File: config.mk
export PLATFORM = sky130hd
export DESIGN_NAME = rtc_burst_counter
export DESIGN_NICKNAME = d
export VERILOG_FILES = /design/src/rtl/rtc_pkg.sv /design/src/rtl/rtc_prescaler.sv /design/src/rtl/rtc_reg_port.sv /design/src/rtl/rtc_count_core.sv /design/src/rtl/rtc_burst_counter.sv
export SDC_FILE = /design/constraint.sdc
export NUM_CORES = 1
export LEC_CHECK = 0
export CORE_MARGIN = 8
export CORE_UTILIZATION = 42
export CTS_CLUSTER_DIAMETER = 40
export DETAILED_ROUTE_END_ITERATION = 10
export PLACE_DENSITY = 0.69
export SYNTH_ARGS = -nofsm -noshare
export SYNTH_HDL_FRONTEND = slang
export SYNTH_SLANG_ARGS = --single-unit
File: constraint.sdc
create_clock -name clk_i -period 3.6 [get_ports clk_i]
set_input_delay 0.9 -clock clk_i [delete_from_list [all_inputs] [get_ports clk_i]]
set_output_delay 0.9 -clock clk_i [all_outputs]
set_load 0.01 [all_outputs]
File: src/rtl/rtc_pkg.sv
package rtc_pkg;
  localparam int unsigned CNT_W_DEF    = 40;
  localparam int unsigned DATA_W_DEF   = 8;
  localparam int unsigned ADDR_W_DEF   = 8;
  localparam int unsigned TOP_ADDR_DEF = 'hC6;
  localparam int unsigned TICK_HZ_DEF  = 32768;
  localparam int unsigned HOLD_US_DEF  = 1000;
  localparam int unsigned PRESC_DEF    = 4;
endpackage

File: src/rtl/rtc_prescaler.sv
module rtc_prescaler #(
  parameter int unsigned DIV = rtc_pkg::PRESC_DEF
) (
  input  logic clk_i,
  input  logic rst_ni,
  input  logic osc_i,
  input  logic en_i,
  output logic tick_o
);
  localparam int unsigned DIV_W = (DIV > 2) ? $clog2(DIV) : 1;
  localparam logic [DIV_W-1:0] DIV_LAST = DIV_W'(DIV - 1);

  logic [DIV_W-1:0] div_q;

  always_ff @(posedge clk_i or negedge rst_ni) begin
    if (!rst_ni)      div_q <= '0;
    else if (!en_i)   div_q <= '0;
    else if (osc_i)   div_q <= (div_q == DIV_LAST) ? '0 : div_q + 1'b1;
  end

  assign tick_o = osc_i & (~en_i | (div_q == DIV_LAST));

  p_tick_needs_osc_r9: assert property (@(posedge clk_i) disable iff (!rst_ni)
    tick_o |-> osc_i);
  p_div_idle_r9: assert property (@(posedge clk_i) disable iff (!rst_ni)
    !en_i |=> div_q == '0);
endmodule

File: src/rtl/rtc_reg_port.sv
module rtc_reg_port #(
  parameter int unsigned ADDR_W   = rtc_pkg::ADDR_W_DEF,
  parameter int unsigned DATA_W   = rtc_pkg::DATA_W_DEF,
  parameter int unsigned CNT_W    = rtc_pkg::CNT_W_DEF,
  parameter int unsigned TOP_ADDR = rtc_pkg::TOP_ADDR_DEF
) (
  input  logic              clk_i,
  input  logic              rst_ni,
  input  logic              start_i,
  input  logic [ADDR_W-1:0] addr_i,
  input  logic              rd_i,
  input  logic [CNT_W-1:0]  cnt_i,
  output logic              hit_top_o,
  output logic [DATA_W-1:0] rdata_o
);
  localparam int unsigned N_BYTES = CNT_W / DATA_W;

  logic [ADDR_W-1:0]  ptr_q;
  logic [N_BYTES-1:0] byte_hit;
  logic [DATA_W-1:0]  byte_val [N_BYTES];
  logic [DATA_W-1:0]  sel;

  // most significant byte at the lowest address
  for (genvar k = 0; k < N_BYTES; k++) begin : g_byte
    assign byte_hit[k] = (ptr_q == ADDR_W'(TOP_ADDR + k));
    assign byte_val[k] = cnt_i[CNT_W-1-k*DATA_W -: DATA_W];
  end

  always_comb begin
    sel = '0;
    for (int k = 0; k < N_BYTES; k++)
      if (byte_hit[k]) sel = byte_val[k];
  end

  assign hit_top_o = rd_i & byte_hit[0];

  always_ff @(posedge clk_i or negedge rst_ni) begin
    if (!rst_ni) begin
      ptr_q   <= '0;
      rdata_o <= '0;
    end else begin
      if (start_i)   ptr_q <= addr_i;
      else if (rd_i) ptr_q <= ptr_q + 1'b1;
      if (rd_i)      rdata_o <= sel;
    end
  end

  p_ptr_step_r3: assert property (@(posedge clk_i) disable iff (!rst_ni)
    (rd_i && !start_i) |=> ptr_q == $past(ptr_q) + 1'b1);
  p_rdata_hold_r3: assert property (@(posedge clk_i) disable iff (!rst_ni)
    !rd_i |=> $stable(rdata_o));
endmodule

File: src/rtl/rtc_count_core.sv
module rtc_count_core #(
  parameter int unsigned CNT_W = rtc_pkg::CNT_W_DEF,
  parameter int unsigned BKP_W = 6
) (
  input  logic             clk_i,
  input  logic             rst_ni,
  input  logic             tick_i,
  input  logic             hit_top_i,
  input  logic             end_i,
  output logic [CNT_W-1:0] cnt_o,
  output logic             ovf_o
);
  localparam logic [BKP_W-1:0] BKP_MAX = '1;

  logic [CNT_W-1:0] cnt_q;
  logic [BKP_W-1:0] bkp_q;
  logic             lock_q, ovf_q, freeze;

  // the strobe cycle itself is already frozen
  assign freeze = lock_q | hit_top_i;

  always_ff @(posedge clk_i or negedge rst_ni) begin
    if (!rst_ni) begin
      cnt_q  <= '0;
      bkp_q  <= '0;
      lock_q <= 1'b0;
      ovf_q  <= 1'b0;
    end else if (end_i) begin
      cnt_q  <= cnt_q + CNT_W'(bkp_q) + CNT_W'(tick_i);
      bkp_q  <= '0;
      lock_q <= 1'b0;
    end else if (freeze) begin
      lock_q <= 1'b1;
      if (tick_i) begin
        if (bkp_q == BKP_MAX) ovf_q <= 1'b1;
        else                  bkp_q <= bkp_q + 1'b1;
      end
    end else begin
      cnt_q <= cnt_q + CNT_W'(tick_i);
    end
  end

  assign cnt_o = cnt_q;
  assign ovf_o = ovf_q;

  p_frozen_r4: assert property (@(posedge clk_i) disable iff (!rst_ni)
    (freeze && !end_i) |=> $stable(cnt_q));
  p_release_r5: assert property (@(posedge clk_i) disable iff (!rst_ni)
    end_i |=> (bkp_q == '0 && !lock_q));
  p_no_overflow_r6: assert property (@(posedge clk_i) disable iff (!rst_ni)
    (freeze && !end_i && tick_i && bkp_q == BKP_MAX) |=> (ovf_q && bkp_q == BKP_MAX));
  p_ovf_sticky_r6: assert property (@(posedge clk_i) disable iff (!rst_ni)
    ovf_q |=> ovf_q);
  p_free_count_r2: assert property (@(posedge clk_i) disable iff (!rst_ni)
    (!freeze && !end_i && tick_i) |=> cnt_q == $past(cnt_q) + 1'b1);
endmodule

File: src/rtl/rtc_burst_counter.sv
module rtc_burst_counter #(
  parameter int unsigned CNT_W    = rtc_pkg::CNT_W_DEF,
  parameter int unsigned DATA_W   = rtc_pkg::DATA_W_DEF,
  parameter int unsigned ADDR_W   = rtc_pkg::ADDR_W_DEF,
  parameter int unsigned TOP_ADDR = rtc_pkg::TOP_ADDR_DEF,
  parameter int unsigned TICK_HZ  = rtc_pkg::TICK_HZ_DEF,
  parameter int unsigned HOLD_US  = rtc_pkg::HOLD_US_DEF,
  parameter int unsigned PRESC    = rtc_pkg::PRESC_DEF
) (
  input  logic              clk_i,
  input  logic              rst_ni,
  input  logic              osc_i,
  input  logic              presc_en_i,
  input  logic              txn_start_i,
  input  logic              txn_end_i,
  input  logic [ADDR_W-1:0] addr_i,
  input  logic              rd_i,
  output logic [DATA_W-1:0] rdata_o,
  output logic              ovf_o
);
  // ticks that must fit in the backup during the longest hold window
  localparam int unsigned HOLD_TICKS = (TICK_HZ * HOLD_US + 999_999) / 1_000_000;
  localparam int unsigned BKP_W      = $clog2(HOLD_TICKS + 1);

  logic             tick;
  logic             hit_top;
  logic [CNT_W-1:0] cnt;

  rtc_prescaler #(.DIV(PRESC)) i_presc (
    .clk_i (clk_i),
    .rst_ni(rst_ni),
    .osc_i (osc_i),
    .en_i  (presc_en_i),
    .tick_o(tick)
  );

  rtc_count_core #(.CNT_W(CNT_W), .BKP_W(BKP_W)) i_core (
    .clk_i    (clk_i),
    .rst_ni   (rst_ni),
    .tick_i   (tick),
    .hit_top_i(hit_top),
    .end_i    (txn_end_i),
    .cnt_o    (cnt),
    .ovf_o    (ovf_o)
  );

  rtc_reg_port #(
    .ADDR_W(ADDR_W), .DATA_W(DATA_W), .CNT_W(CNT_W), .TOP_ADDR(TOP_ADDR)
  ) i_port (
    .clk_i    (clk_i),
    .rst_ni   (rst_ni),
    .start_i  (txn_start_i),
    .addr_i   (addr_i),
    .rd_i     (rd_i),
    .cnt_i    (cnt),
    .hit_top_o(hit_top),
    .rdata_o  (rdata_o)
  );
endmodule

After elaboration in Yosys (flattened, before gate mapping)
Index checks and enable logic that the tools add are counted.
Word-level totals
  register bits after elaboration: 66
  bits of input ports: 15
  output and inout port bits: 9
  word-level logic and storage cells: 52
Operators by class
  add/subtract/negate cells: 6
  equality and inequality tests: 10
  muxes and demuxes: 18
  bitwise gates (word level): 6
  reduce and logical (&&, ||, !) cells: 5
Operators with widths (number)
  $add A40 B1 Y40: 2
  $mux W40: 2
  $mux W8: 7
  $add A40 B6 Y40: 1
  $eq A8 B8 Y1 const B: 5
  $mux W6: 4
  $add A8 B1 Y8 const B: 1
  $add A6 B1 Y6 const B: 1
  $eq A6 B6 Y1 const B: 1
  $mux W2: 3
  $ne A2 B2 Y1 const B: 3
  $reduce_bool A2 Y1: 3
  $reduce_and A4 Y1: 1
  $reduce_and A3 Y1: 1
  $add A2 B1 Y2 const B: 1
  $and A1 B1 Y1: 2
  $eq A2 B2 Y1 const B: 1
  $mux W1: 2
  $not A1 Y1: 2
  $or A1 B1 Y1: 2

Longest topological paths before layout
  depth after elaboration: 6
  depth in mapped cells: 11
  mapped depth without buffers: 11

Hierarchy
A second synthesis with hierarchy kept.
Second synthesis, totals
  cell total of the unflattened synthesis: 387
  area, all modules: 3898.7 µm²
Modules (own cells, without submodules)
  rtc_count_core: times used 1, cells an instance 227, area each 2531.2 µm², sequential area each 1201.2 µm²
  rtc_reg_port: times used 1, cells an instance 151, area each 1262.5 µm², sequential area each 400.4 µm²
  rtc_prescaler: times used 1, cells an instance 9, area each 105.1 µm², sequential area each 50.0 µm²

Worst setup path after synthesis
Ideal clock, no wire load.
  path kind: input -> register
  from: in presc_en_i
  to: reg i_core.cnt_q[18], in the netlist i_core.cnt_o[18]
  setup time: 125 ps
  arrival: 3068 ps
  data required time: 3475 ps
  setup slack: 408 ps
  cell stages on the path: 11
  path buffers: 0
  cell sequence: inv_1 > o21ai_0 > fa_1 > inv_1 > fa_1 > a211oi_1 > o21ai_0 > a32oi_1 > nor3_2 > and3_1 > xor2_1
Between the ends
  word-level cells in the longest chain between the ends: 6
  elaborated cells on any way between the ends: 7
  those cells by class: 2 x add/sub; 2 x mux; 3 x bitwise
RTL lines
  start, declared: line rtc_burst_counter.sv:13  | input logic presc_en_i,
  $not A1 Y1 *: line rtc_prescaler.sv:21  | assign tick_o = osc_i & (~en_i | (div_q == DIV_LAST));
  $or A1 B1 Y1 *: line rtc_prescaler.sv:21
  $and A1 B1 Y1 *: line rtc_prescaler.sv:21
  $add A40 B1 Y40: line rtc_count_core.sv:39  | cnt_q <= cnt_q + CNT_W'(tick_i);
  $mux W40: line rtc_count_core.sv:32  | end else if (freeze) begin
  $mux W40 *: line rtc_count_core.sv:28  | end else if (end_i) begin
  end signal, assigned: line rtc_count_core.sv:29  | cnt_q <= cnt_q + CNT_W'(bkp_q) + CNT_W'(tick_i);
  end signal, assigned: line rtc_count_core.sv:39
  end, declared: line rtc_count_core.sv:15  | logic [CNT_W-1:0] cnt_q;
Every way passes the cells marked *; elsewhere a longest branch is shown, timed or not. The select of a mux whose other input is x is not followed.
A chain may end at the register's enable or synchronous reset.

Worst setup path after layout
Ends and elaborated chain as after synthesis.

==> impl_metrics.csv <==
group,metric,value,unit
floorplan,dieWidth,111,µm
timing,worst_pin_slew,747,ps
clocking,cts_buffers,9,
route,drtIter0Drc,239,
synthesis,ys_warn_count,0,
pwr,power.share.clock,0.327,
timing,setup_viol,0,
route,wl_per_cell,15.8,µm
clocking,post_cts_buffers,0,
synthesis,yosysSeqAreaShare,0.439,
cells_and_area,n_antenna_cell,0,
timing,fmax,296,MHz
clocking,path_clk_slew,70,ps
cells_and_area,fillCellCount,788,
clocking,clock-sinks,66,
cells_and_area,final_common_cell,"dfrtp_1",
worst_setup_path,crit_required,3820,ps
synthesis,yosysUniqueCellTypes,46,
timing,period_share,0.937,
run_status,status,"completed",
route,drtAntennaViolNets,0,
timing,max_slew_margin,0.498,
route,viasPerCell,5.48,
synthesis,syn_area,0.00376,mm²
placed_design,hpwl,6350,µm
timing,hold_viol_final,0,
grt,grt_remaining_overflow,0,
flow_run,max-cap-violations,0,
grt,grt_pass1_vias,2954,
synthesis,ys_seq_elements,66,
floorplan,start_util,0.432,
route,vias,2978,
synthesis,syn_area_per_cell,9.46,µm²
worst_setup_path,cp-start-kind,"input port",
worst_setup_path,crit_type,"input port to flop",
placed_design,dp_slack,-85.2,ps
cells_and_area,fin_area,0.00432,mm²
synthesis,syn_inst,398,
min_path,hold_depth,1,
synthesis,syn_nets,428,
clocking,cts_tree,"built",
floorplan,die_area,0.0123,mm²
pwr,netSwitchingPower,517,µW
pwr,p_leak,1.94,nW
grt,grt_pass1_wl,14600,µm
timing,finClkSkew,6.63,ps
floorplan,ioPinCount,24,
route,drtPass1Iterations,4,
worst_setup_path,crit_path_end_kind,"flop",
timing,min_period,3370,ps
timing,rsz0062_at_grt,"no",
grt,grt_use_total,0.142,
grt,grt_max_degree,32,
placed_design,place_area,0.00415,mm²
clocking,clockBufferDepth,2,
cells_and_area,mostFrequentLayoutCells,"dfrtp_1, nand2_1, nor2_1",
pwr,power_frac_seq,0.498,
pwr,p_int,1.20,mW
placed_design,place_congestion,0.836,
floorplan,core_area,0.00872,mm²
pwr,netSwitchingFraction,0.302,
cells_and_area,layout.nets,461,
min_path,min_path_type,"flop to flop",
timing,hold_slack,495,ps
timing,postLayoutSetupSlackWorst,226,ps
clocking,cts_resized,0,
pwr,p_per_area,397,mW/mm²
floorplan,rows,34,
placed_design,io_buffer_count,23,
synthesis,synthArstFlopShare,1.00,
floorplan,die_h,111,µm
cells_and_area,drive_gt1_frac,0.0851,
worst_setup_path,critPathMaxFanout,3,
pwr,peakVddDrop,0.000204,V
synthesis,synth_flop_cell,"dfrtp_1",
worst_setup_path,r2r.worst_path.cells,11,
clocking,worstSkewPairLatency,340,ps
clocking,htreeDepth,3,
worst_setup_path,cp_data_arrival_time,3600,ps
cells_and_area,syn2layout_area_growth,14.8,%
synthesis,synth_edf_count,0,
grt,grt_antenna_before_repair,0,
route,drc,0,
timing,drv_slew,0,
clocking,cts_hold_buf,0,
pwr,p_comb_frac,0.175,
clocking,cts_root_buf,"clkbuf_8",
route,wl,8580,µm
## path summary, 6_finish.rpt
path                                               from                           end  slack (ps)
max in group asynchronous                        rst_ni   i_port.ptr_q[0]$_DFFE_PN0P_        2230
min                            i_core.ovf_o$_DFFE_PN0P_      i_core.ovf_o$_DFFE_PN0P_         500
max                                          presc_en_i  i_core.cnt_o[18]$_DFFE_PN0P_         230
max reg2reg                i_presc.div_q[0]$_DFFE_PN0P_  i_core.cnt_o[18]$_DFFE_PN0P_         680
min reg2reg                    i_core.ovf_o$_DFFE_PN0P_      i_core.ovf_o$_DFFE_PN0P_         500
min in group asynchronous                        rst_ni   i_core.bkp_q[2]$_DFFE_PN0P_         590
## stage by stage
step                       util  std cells  TNS [ps]  power [mW]
after global placement    0.476        528      -165        1.16
final                     0.495        543         0        1.71
after CTS                 0.495        543         0        1.73
after global routing      0.495        543         0        1.80
after detailed placement  0.476        528      -585        1.16
after floorplan               -        398         0        1.06
## power by group through the flow
stage | Combinational (mW) | Clock [mW] | Sequential [mW]
detailed placement | 0.299 | 0 | 0.866
global placement | 0.295 | 0 | 0.863
floorplan | 0.213 | 0 | 0.845
finish | 0.300 | 0.561 | 0.853
global route | 0.340 | 0.604 | 0.860
CTS | 0.301 | 0.575 | 0.852
## sequential cells by signal, summed over array words and instances (netlist names)
signal,cells
i_core.cnt_o,40
i_core.ovf_o,1
i_presc.div_q,2
i_core.bkp_q,6
i_core.lock_q,1
i_port.ptr_q,8
i_port.rdata_o,8
## layer usage
metal / vias up / share of wire / GRT usage
li1: 1447 / - / -
met1: 1462 / 0.49 / 0.194
met2: 59 / 0.45 / 0.213
met3: 10 / 0.042 / 0.0379
met4: 0 / 0.018 / 0.0477
met5: - / 0 / 0
## synth_stat cells, drive strengths merged (2+ instances only)
library cell / instances / area, µm²
xnor2: 29 / 254
and2: 3 / 18.8
and3: 8 / 50.1
inv: 26 / 97.6
buf: 4 / 31.3
or2: 2 / 12.5
dfrtp: 66 / 1650
nand2: 45 / 169
nor3b: 7 / 52.6
clkbuf: 9 / 33.8
nor2: 31 / 116
nor4: 3 / 48.8
fa: 2 / 40.0
xor2: 24 / 210
nand4: 13 / 81.3
and4: 3 / 26.3
a211oi: 4 / 30.0
nor3: 8 / 45.0
nand2b: 3 / 18.8
mux2i: 3 / 30.0
o31ai: 2 / 15.0
o21ai: 23 / 115
o22ai: 7 / 43.8
ha: 13 / 163
a21oi: 21 / 109
a221oi: 8 / 70.1
nand3: 17 / 85.1
a21o: 2 / 15.0
## cell type report
| type | count | area, µm² | share of cell area |
|---|---|---|---|
| Tap cell | 108 | 135 | 0.0313 |
| Sequential cell | 66 | 1650 | 0.382 |
| Inverter | 26 | 97.6 | 0.0226 |
| Clock inverter | 3 | 15.0 | 0.00348 |
| Multi-Input combinational cell | 293 | 1950 | 0.451 |
| Clock buffer | 12 | 155 | 0.0359 |
| Timing Repair Buffer | 35 | 315 | 0.0730 |
## worst max-delay path, cell delays in order
cell and delay (ps):
clkdlybuf4s50_1 450, inv_1 60, o21ai_0 270, fa_1 260, inv_1 60, fa_1 390
a211oi_1 270, o21ai_0 170, a32oi_1 340, nor3_2 100, and3_1 200, xor2_1 130
## kinds of logic (layout without fill, tap and decap cells)
logic type	after synthesis	in the layout	share of synthesized area
AND/OR/NAND/NOR	148	148	0.205
AO/OA/AOI/OAI	74	74	0.128
flip-flops	66	66	0.439
XOR/XNOR	53	53	0.123
buffers and inverters	39	76	0.0432
adder cells (fa/ha/maj)	15	15	0.0538
multiplexers	3	3	0.00798
(Power assumes the default switching activity.)
